===== config.mk =====
export PLATFORM = sky130hd
export DESIGN_NAME = disc_responder
export DESIGN_NICKNAME = d
export VERILOG_FILES = /design/src/rtl/disc_pkg.sv /design/src/rtl/disc_lookup.sv /design/src/rtl/disc_seq.sv /design/src/rtl/disc_responder.sv
export SDC_FILE = /design/constraint.sdc
export NUM_CORES = 1
export LEC_CHECK = 0
export BUFFER_PORTS_ARGS = -buffer_cell sky130_fd_sc_hd__buf_2
export CELL_PAD_IN_SITES_DETAIL_PLACEMENT = 2
export CELL_PAD_IN_SITES_GLOBAL_PLACEMENT = 2
export CORE_MARGIN = 8
export CORE_UTILIZATION = 16
export DETAILED_ROUTE_END_ITERATION = 7
export HOLD_SLACK_MARGIN = 0.1
export PLACE_DENSITY = 0.83
export SYNTH_ARGS = -nofsm -noshare
export SYNTH_HDL_FRONTEND = slang
export SYNTH_SLANG_ARGS = --single-unit

===== constraint.sdc =====
create_clock -name clk_i -period 2.1 [get_ports clk_i]
set_clock_uncertainty 0.15 [all_clocks]
set_input_delay 0.42 -clock clk_i [delete_from_list [all_inputs] [get_ports clk_i]]
set_output_delay 0.42 -clock clk_i [all_outputs]
set_load 0.05 [all_outputs]

===== src/rtl/disc_pkg.sv =====
package disc_pkg;
  localparam logic [15:0] VID_STD   = 16'h0001;
  localparam logic [7:0]  TYPE_DISC = 8'h00;
  localparam int          RSP_DW    = 3;
  localparam int          REQ_IDX_DW = 2;

  typedef struct packed {
    logic [7:0]  obj_type;
    logic [15:0] vid;
  } proto_ent_t;

  typedef enum logic [2:0] {
    ST_IDLE, ST_FETCH, ST_WR_HDR0, ST_WR_HDR1, ST_WR_PAY, ST_FIN
  } seq_state_e;
endpackage


===== src/rtl/disc_lookup.sv =====
module disc_lookup
  import disc_pkg::*;
#(
  parameter int NUM_PROT = 2,
  parameter logic [NUM_PROT*24-1:0] PROT_TABLE = '0
) (
  input  logic [7:0]  idx_i,
  output logic [31:0] payload_o
);
  localparam int TOTAL = NUM_PROT + 1;

  proto_ent_t ent [TOTAL];
  proto_ent_t sel;
  logic [7:0] nxt;

  assign ent[0] = '{obj_type: TYPE_DISC, vid: VID_STD};

  for (genvar g = 0; g < NUM_PROT; g++) begin : g_ent
    assign ent[g+1] = proto_ent_t'(PROT_TABLE[g*24 +: 24]);
  end

  always_comb begin
    sel = '{obj_type: 8'hFF, vid: 16'hFFFF};
    for (int k = 0; k < TOTAL; k++) begin
      if (idx_i == 8'(k)) sel = ent[k];
    end
  end

  always_comb begin
    nxt = idx_i + 8'd1;
    if (nxt == 8'(TOTAL)) nxt = 8'd0;
  end

  assign payload_o = {nxt, sel.obj_type, sel.vid};
endmodule


===== src/rtl/disc_seq.sv =====
module disc_seq
  import disc_pkg::*;
#(
  parameter int LEN_W  = 19,
  parameter int REQ_AW = 8
) (
  input  logic              clk_i,
  input  logic              rst_ni,
  input  logic              start_i,
  input  logic [LEN_W-1:0]  req_len_i,
  output logic              req_rd_en_o,
  output logic [REQ_AW-1:0] req_rd_addr_o,
  input  logic [31:0]       req_rd_data_i,
  output logic [7:0]        idx_o,
  input  logic [31:0]       payload_i,
  output logic              rsp_we_o,
  output logic [1:0]        rsp_addr_o,
  output logic [31:0]       rsp_data_o,
  output logic              done_o,
  output logic              success_o
);
  seq_state_e state_q, state_d;
  logic [7:0] idx_q;
  logic       ok_q;
  logic       short_req;

  assign short_req = req_len_i < LEN_W'(RSP_DW);

  always_comb begin
    state_d = state_q;
    unique case (state_q)
      ST_IDLE:    if (start_i) state_d = short_req ? ST_FIN : ST_FETCH;
      ST_FETCH:   state_d = ST_WR_HDR0;
      ST_WR_HDR0: state_d = ST_WR_HDR1;
      ST_WR_HDR1: state_d = ST_WR_PAY;
      ST_WR_PAY:  state_d = ST_FIN;
      ST_FIN:     state_d = ST_IDLE;
      default:    state_d = ST_IDLE;
    endcase
  end

  always_ff @(posedge clk_i or negedge rst_ni) begin
    if (!rst_ni) begin
      state_q <= ST_IDLE;
      idx_q   <= '0;
      ok_q    <= 1'b0;
    end else begin
      state_q <= state_d;
      if (state_q == ST_IDLE && start_i) ok_q <= 1'b0;
      if (state_q == ST_FETCH)  idx_q <= req_rd_data_i[7:0];
      if (state_q == ST_WR_PAY) ok_q  <= 1'b1;
    end
  end

  assign req_rd_en_o   = state_q == ST_FETCH;
  assign req_rd_addr_o = REQ_AW'(REQ_IDX_DW);
  assign idx_o         = idx_q;

  always_comb begin
    rsp_we_o   = 1'b1;
    rsp_addr_o = 2'd0;
    rsp_data_o = '0;
    unique case (state_q)
      ST_WR_HDR0: rsp_data_o = {8'h00, TYPE_DISC, VID_STD};
      ST_WR_HDR1: begin
        rsp_addr_o = 2'd1;
        rsp_data_o = {14'd0, 18'(RSP_DW)};
      end
      ST_WR_PAY: begin
        rsp_addr_o = 2'd2;
        rsp_data_o = payload_i;
      end
      default: rsp_we_o = 1'b0;
    endcase
  end

  assign done_o    = state_q == ST_FIN;
  assign success_o = done_o && ok_q;

  a_r10_done_pulse: assert property (@(posedge clk_i) disable iff (!rst_ni)
    done_o |=> !done_o);
  a_r10_pay_then_done: assert property (@(posedge clk_i) disable iff (!rst_ni)
    (rsp_we_o && rsp_addr_o == 2'd2) |=> (done_o && success_o));
  a_r4_hdr_order: assert property (@(posedge clk_i) disable iff (!rst_ni)
    (rsp_we_o && rsp_addr_o == 2'd0) |=> (rsp_we_o && rsp_addr_o == 2'd1));
  a_r3_fetch_then_write: assert property (@(posedge clk_i) disable iff (!rst_ni)
    req_rd_en_o |=> (rsp_we_o && rsp_addr_o == 2'd0));
  a_r2_short_fail: assert property (@(posedge clk_i) disable iff (!rst_ni)
    (state_q == ST_IDLE && start_i && short_req) |=> (done_o && !success_o));
  a_r11_busy_no_read: assert property (@(posedge clk_i) disable iff (!rst_ni)
    (state_q != ST_IDLE) |=> !req_rd_en_o || $past(state_q == ST_IDLE));
endmodule


===== src/rtl/disc_responder.sv =====
module disc_responder
  import disc_pkg::*;
#(
  parameter int NUM_PROT = 2,
  parameter logic [NUM_PROT*24-1:0] PROT_TABLE = {8'h7E, 16'hABCD, 8'h05, 16'h1234},
  parameter int LEN_W  = 19,
  parameter int REQ_AW = 8
) (
  input  logic              clk_i,
  input  logic              rst_ni,
  input  logic              start_i,
  input  logic [LEN_W-1:0]  req_len_i,
  output logic              req_rd_en_o,
  output logic [REQ_AW-1:0] req_rd_addr_o,
  input  logic [31:0]       req_rd_data_i,
  output logic              rsp_we_o,
  output logic [1:0]        rsp_addr_o,
  output logic [31:0]       rsp_data_o,
  output logic              done_o,
  output logic              success_o
);
  logic [7:0]  idx;
  logic [31:0] payload;

  disc_seq #(.LEN_W(LEN_W), .REQ_AW(REQ_AW)) u_seq (
    .clk_i         (clk_i),
    .rst_ni        (rst_ni),
    .start_i       (start_i),
    .req_len_i     (req_len_i),
    .req_rd_en_o   (req_rd_en_o),
    .req_rd_addr_o (req_rd_addr_o),
    .req_rd_data_i (req_rd_data_i),
    .idx_o         (idx),
    .payload_i     (payload),
    .rsp_we_o      (rsp_we_o),
    .rsp_addr_o    (rsp_addr_o),
    .rsp_data_o    (rsp_data_o),
    .done_o        (done_o),
    .success_o     (success_o)
  );

  disc_lookup #(.NUM_PROT(NUM_PROT), .PROT_TABLE(PROT_TABLE)) u_lookup (
    .idx_i     (idx),
    .payload_o (payload)
  );

  a_r10_success_needs_done: assert property (@(posedge clk_i) disable iff (!rst_ni)
    success_o |-> done_o);
endmodule


# Yosys cells after proc, flatten, opt, wreduce, memory -nomap -nowiden
# Index checks and enable logic that the tools add are counted.
# W data, S select, Z words.
# totals
out_inout_bits	46
elab_cells	32
in_bits	54
reg_bits	12
# op_classes
n_addsub	1
n_lt_le_gt_ge	1
reduce_logical	6
mux	12
eq_ne	9
# op_table
cell	count
$pmux W32 S3	1
$mux W24	3
$lt A19 B2 Y1 const B	1
$eq A8 B2 Y1 const B	2
$pmux W3 S5	1
$add A8 B1 Y8 const B	1
$eq A8 B1 Y1 const B	1
$logic_not A8 Y1	1
$mux W8	1
$eq A3 B2 Y1 const B	2
$eq A3 B3 Y1 const B	2
$mux W3	2
$pmux W2 S2	1
$eq A3 B1 Y1 const B	1
$logic_not A3 Y1	1
$mux W1	3
$reduce_or A3 Y1	1
$logic_and A1 B1 Y1	2
$ne A2 B2 Y1 const B	1
$reduce_bool A2 Y1	1

# Depth between registers and ports, before layout
# logic_depth
word_depth	5
mapped_depth	7

# Modules after synthesis
# A second synthesis with hierarchy kept.
# unflattened
cells_unflattened	160
hier_area_um2	1355.0
# by_module_without_submodules
mod	seq_area_each_um2	n_inst	area_per_inst_um2	cells_each
disc_seq	300.3	1	855.8	94
disc_lookup	0.0	1	499.2	66

# Worst setup path after synthesis
# OpenSTA, ideal clock, no wires.
# synth_timing
path_kind	register -> output
from	register u_seq.idx_q[1], in the netlist u_seq.idx_o[1]
to	output port rsp_data_o[11]
path_slack_ns	-0.952
path_stages_with_launch	6
t_required_ns	1.530
n_path_buf	1
arrival_ns	2.482
cell_sequence	dfrtp_1 -> inv_1 -> ha_1 -> or2_2 -> a21oi_1 -> buf_4
# synth_via
elab_chain_len	5
elab_cells_between_ends	7
classes_between	eq/ne: 2; mux: 4; reduce/logical: 1
# synth_lines
element	line	source
from (decl)	disc_seq.sv:23	logic [7:0] idx_q;
from (signal assigned)	disc_seq.sv:50	if (state_q == ST_FETCH) idx_q <= req_rd_data_i[7:0];
$logic_not A8 Y1	disc_lookup.sv:25	if (idx_i == 8'(k)) sel = ent[k];
$mux W24 (2 in a row)	disc_lookup.sv:25	
$mux W24 (*)	disc_lookup.sv:25	
$pmux W32 S3 (*)	disc_seq.sv:63	unique case (state_q)
to (decl)	disc_responder.sv:18	output logic [31:0] rsp_data_o,
# Every way passes the cells marked *; elsewhere a longest branch is shown, timed or not.

# Worst setup path after layout
# layout_timing
from	register u_seq.idx_q[1], in the netlist u_seq.idx_o[1]
to	output port rsp_data_o[25]
# layout_via
elab_chain_len	4
# layout_lines
element	line	source
$add A8 B1 Y8 (*)	disc_lookup.sv:30	nxt = idx_i + 8'd1;
$eq A8 B2 Y1	disc_lookup.sv:31	if (nxt == 8'(TOTAL)) nxt = 8'd0;
$mux W8 (*)	disc_lookup.sv:31	
$pmux W32 S3 (*)	disc_seq.sv:63	
# Marked as above.

==> flow_summary.json <==
{
  "drtIter0Drc": 25,
  "vias": 1244,
  "path_clk_slew_ns": 0.05,
  "dr.pass1.iters": 3,
  "critPathRequiredTime_ns": 1.53,
  "ioPinCount": 100,
  "max_stage_delay_ns": 0.45,
  "vdd_drop_max_v": 0.000294,
  "die_height_um": 100,
  "grt_pass1_vias": 1453,
  "track_usage_pct": 10.2,
  "setup.worst_path.end_class": "output port",
  "clk_latency_ns": 0.24,
  "finalHoldViolCount": 0,
  "cts_tree": "built",
  "fin_tns_setup_ns": -5.94,
  "grt_pass1_wl_um": 7950,
  "setup_viol": 32,
  "wirelength_um": 5200,
  "dieArea_mm2": 0.0100,
  "n_antenna_cell": 0,
  "final_nets": 276,
  "cp_top_family": "compound AO/OA/AOI/OAI gates",
  "drc_errors": 0,
  "htree_levels": 1,
  "dp.cells": 300,
  "std_cell_rows": 30,
  "cts_sinks": 12,
  "path_class": "flip-flop to output port",
  "syn-instance-count": 135,
  "synth_seq_cells": 12,
  "seq_area_frac_synth_pct": 26.5,
  "path_buf_inv": 1,
  "port_buffers": 67,
  "synthArstFlopShare_pct": 100,
  "period_share_pct": 112,
  "status": "complete, but fails checks",
  "cts_buffers": 3,
  "vias_per_cell": 3.99,
  "syn_avg_cell_area_um2": 8.40,
  "finish.utilization_pct": 32.3,
  "ys_warn_count": 0,
  "slew_viol_final": 0,
  "synth_top_area_share_pct": 26.5,
  "hpwl_um": 3910,
  "drive_gt1_share_pct": 70.8,
  "yosys.area.top_type": "dfrtp_1",
  "violations": "setup timing",
  "critPathMaxFanout": 4,
  "synthFlopType": "dfrtp_1",
  "die_w_um": 100,
  "hp-class": "primary input to flip-flop",
  "grt_overflow": 0,
  "antenna_found_initial": 0,
  "ant_nets": 0,
  "arrival_ns": 1.79,
  "n_fill_cell": 762,
  "whs_ns": 0.279,
  "p_leak_uw": 0.00100,
  "maxCapViolCount": 0,
  "synth.distinct_cells": 40,
  "place.gp.congestion": 0.775,
  "powerDensity_mw_per_mm2": 1610,
  "pre_cts_ws_ns": -0.146,
  "crit_slowest_cell": "dfrtp_2",
  "fin_cells": 312,
  "fin_ws_ns": -0.258,
  "finalCriticalPeriod_ns": 2.36,
  "cts_root_buf": "clkbuf_8",
  "mappedNetlistArea_mm2": 0.00113,
  "clock_path_buffers": 2,
  "syn2layout_area_growth_pct": 94.4,
  "crit_chain": "ha_4, a311o_1, o21ai_1, a31oi_1, o211a_2, buf_8",
  "grt_max_degree": 13,
  "synth_edf_count": 0,
  "drt-wirelength-per-cell_um": 16.7,
  "startpoint_type": "flip-flop",
  "synth_area_leaders": "dfrtp_1, buf_4, mux2_2",
  "rsz0062_at_grt": "true",
  "core_mm2": 0.00683,
  "fmax_mhz": 424,
  "initial_core_util_pct": 16.6
}
==> Yosys cell counts (all sizes together), types with 4 or more instances <==
cell type,instances
a21oi,4
and2,5
buf,30
dfrtp,12
ha,5
inv,5
mux2,6
nand2,9
nor2,13
o21ai,8
==> registers in the layout (all words and copies together) (netlist names) <==
name and cells:
u_seq.state_q 3, u_seq.idx_o 8, u_seq.ok_q 1
==> cell families (layout without fill, tap and decap cells) <==
kind of cell	count (synthesis)	after routing	synth area share, %
compound gates	20	21	11.3
xor+xnor	6	6	4.64
fa+ha+maj	5	5	5.52
buf+inv	35	109	21.4
flops	12	12	26.5
mux	6	6	5.96
other cells	2	8	0.662
simple gates	49	49	24.1
==> cell type report <==
class | count | area [um^2] | area share, %
tap | 96 | 120 | 5.45
inverter | 5 | 33.8 | 1.53
multi-input combinational | 95 | 876 | 39.8
sequential | 12 | 302 | 13.7
clock buffer | 4 | 55.1 | 2.50
timing repair buffer | 100 | 817 | 37.1
==> worst reg2reg max path, cell delays in order, from the launching register on <==
cell and delay (ns):
dfrtp_1 0.39, buf_4 0.17, nor3b_1 0.31, buf_4 0.25, mux2_2 0.36
==> what timing repair did <==
item / 4_1_cts / 5_1_grt
setup buffers: 3 / 3
gates resized for setup: 88 / 35
pin swaps: 19 / 13
setup endpoints to repair: 33 / 35
hold endpoints to repair: 12 / 0
cloned: 1 / 0
hold buffers: 1 / 0
==> power by group <==
| part | total [uW] | internal [uW] | switching (uW) |
|---|---|---|---|
| logic | 2840 | 1160 | 1680 |
| registers | 465 | 350 | 116 |
| clock network | 249 | 166 | 83.6 |
==> placed cells by master, fill, tap and decap left out, types with 3 or more instances in the layout <==
cell type,count
a21oi_4,4
buf_6,29
nor2_1,4
buf_4,30
nor4_1,3
mux2_2,6
inv_1,3
or2_4,3
clkbuf_8,4
ha_4,5
or3_4,3
nor2_4,6
conb_1,8
nand2_1,7
dfrtp_1,11
and2_4,3
o21ai_0,4
nor2_2,3
o21ai_2,3
buf_2,33
buf_8,5
==> final timing paths <==
check                      slack, ns              to  cells after the start             start
min reg2reg                     0.41      u_seq.ok_q                      2        u_seq.ok_q
max                            -0.26  rsp_data_o[25]                      6    u_seq.idx_o[1]
max reg2reg                     0.35  u_seq.idx_o[3]                      4  u_seq.state_q[1]
max in group asynchronous       1.14  u_seq.idx_o[1]                      2            rst_ni
min                             0.28  u_seq.idx_o[1]                      3  req_rd_data_i[1]
min in group asynchronous       0.43  u_seq.idx_o[7]                      2            rst_ni
==> per-stage QoR <==
step | power [uW] | instance area [um^2]
4_1_cts | 3320 | 2050
6_report | 3550 | 2200
2_1_floorplan | 2060 | 1280
3_5_place_dp | 2570 | 1650
3_3_place_gp | 2480 | 1650
5_1_grt | 3750 | 2200
==> per-layer routing <==
layer,global-route usage (%),routed length (um),vias up
li1,-,-,592
met1,9.64,1820,609
met2,20.9,3050,41
met3,2.70,314,2
met4,2.44,15,0
met5,0,0,-
(Power assumes the default switching activity.)
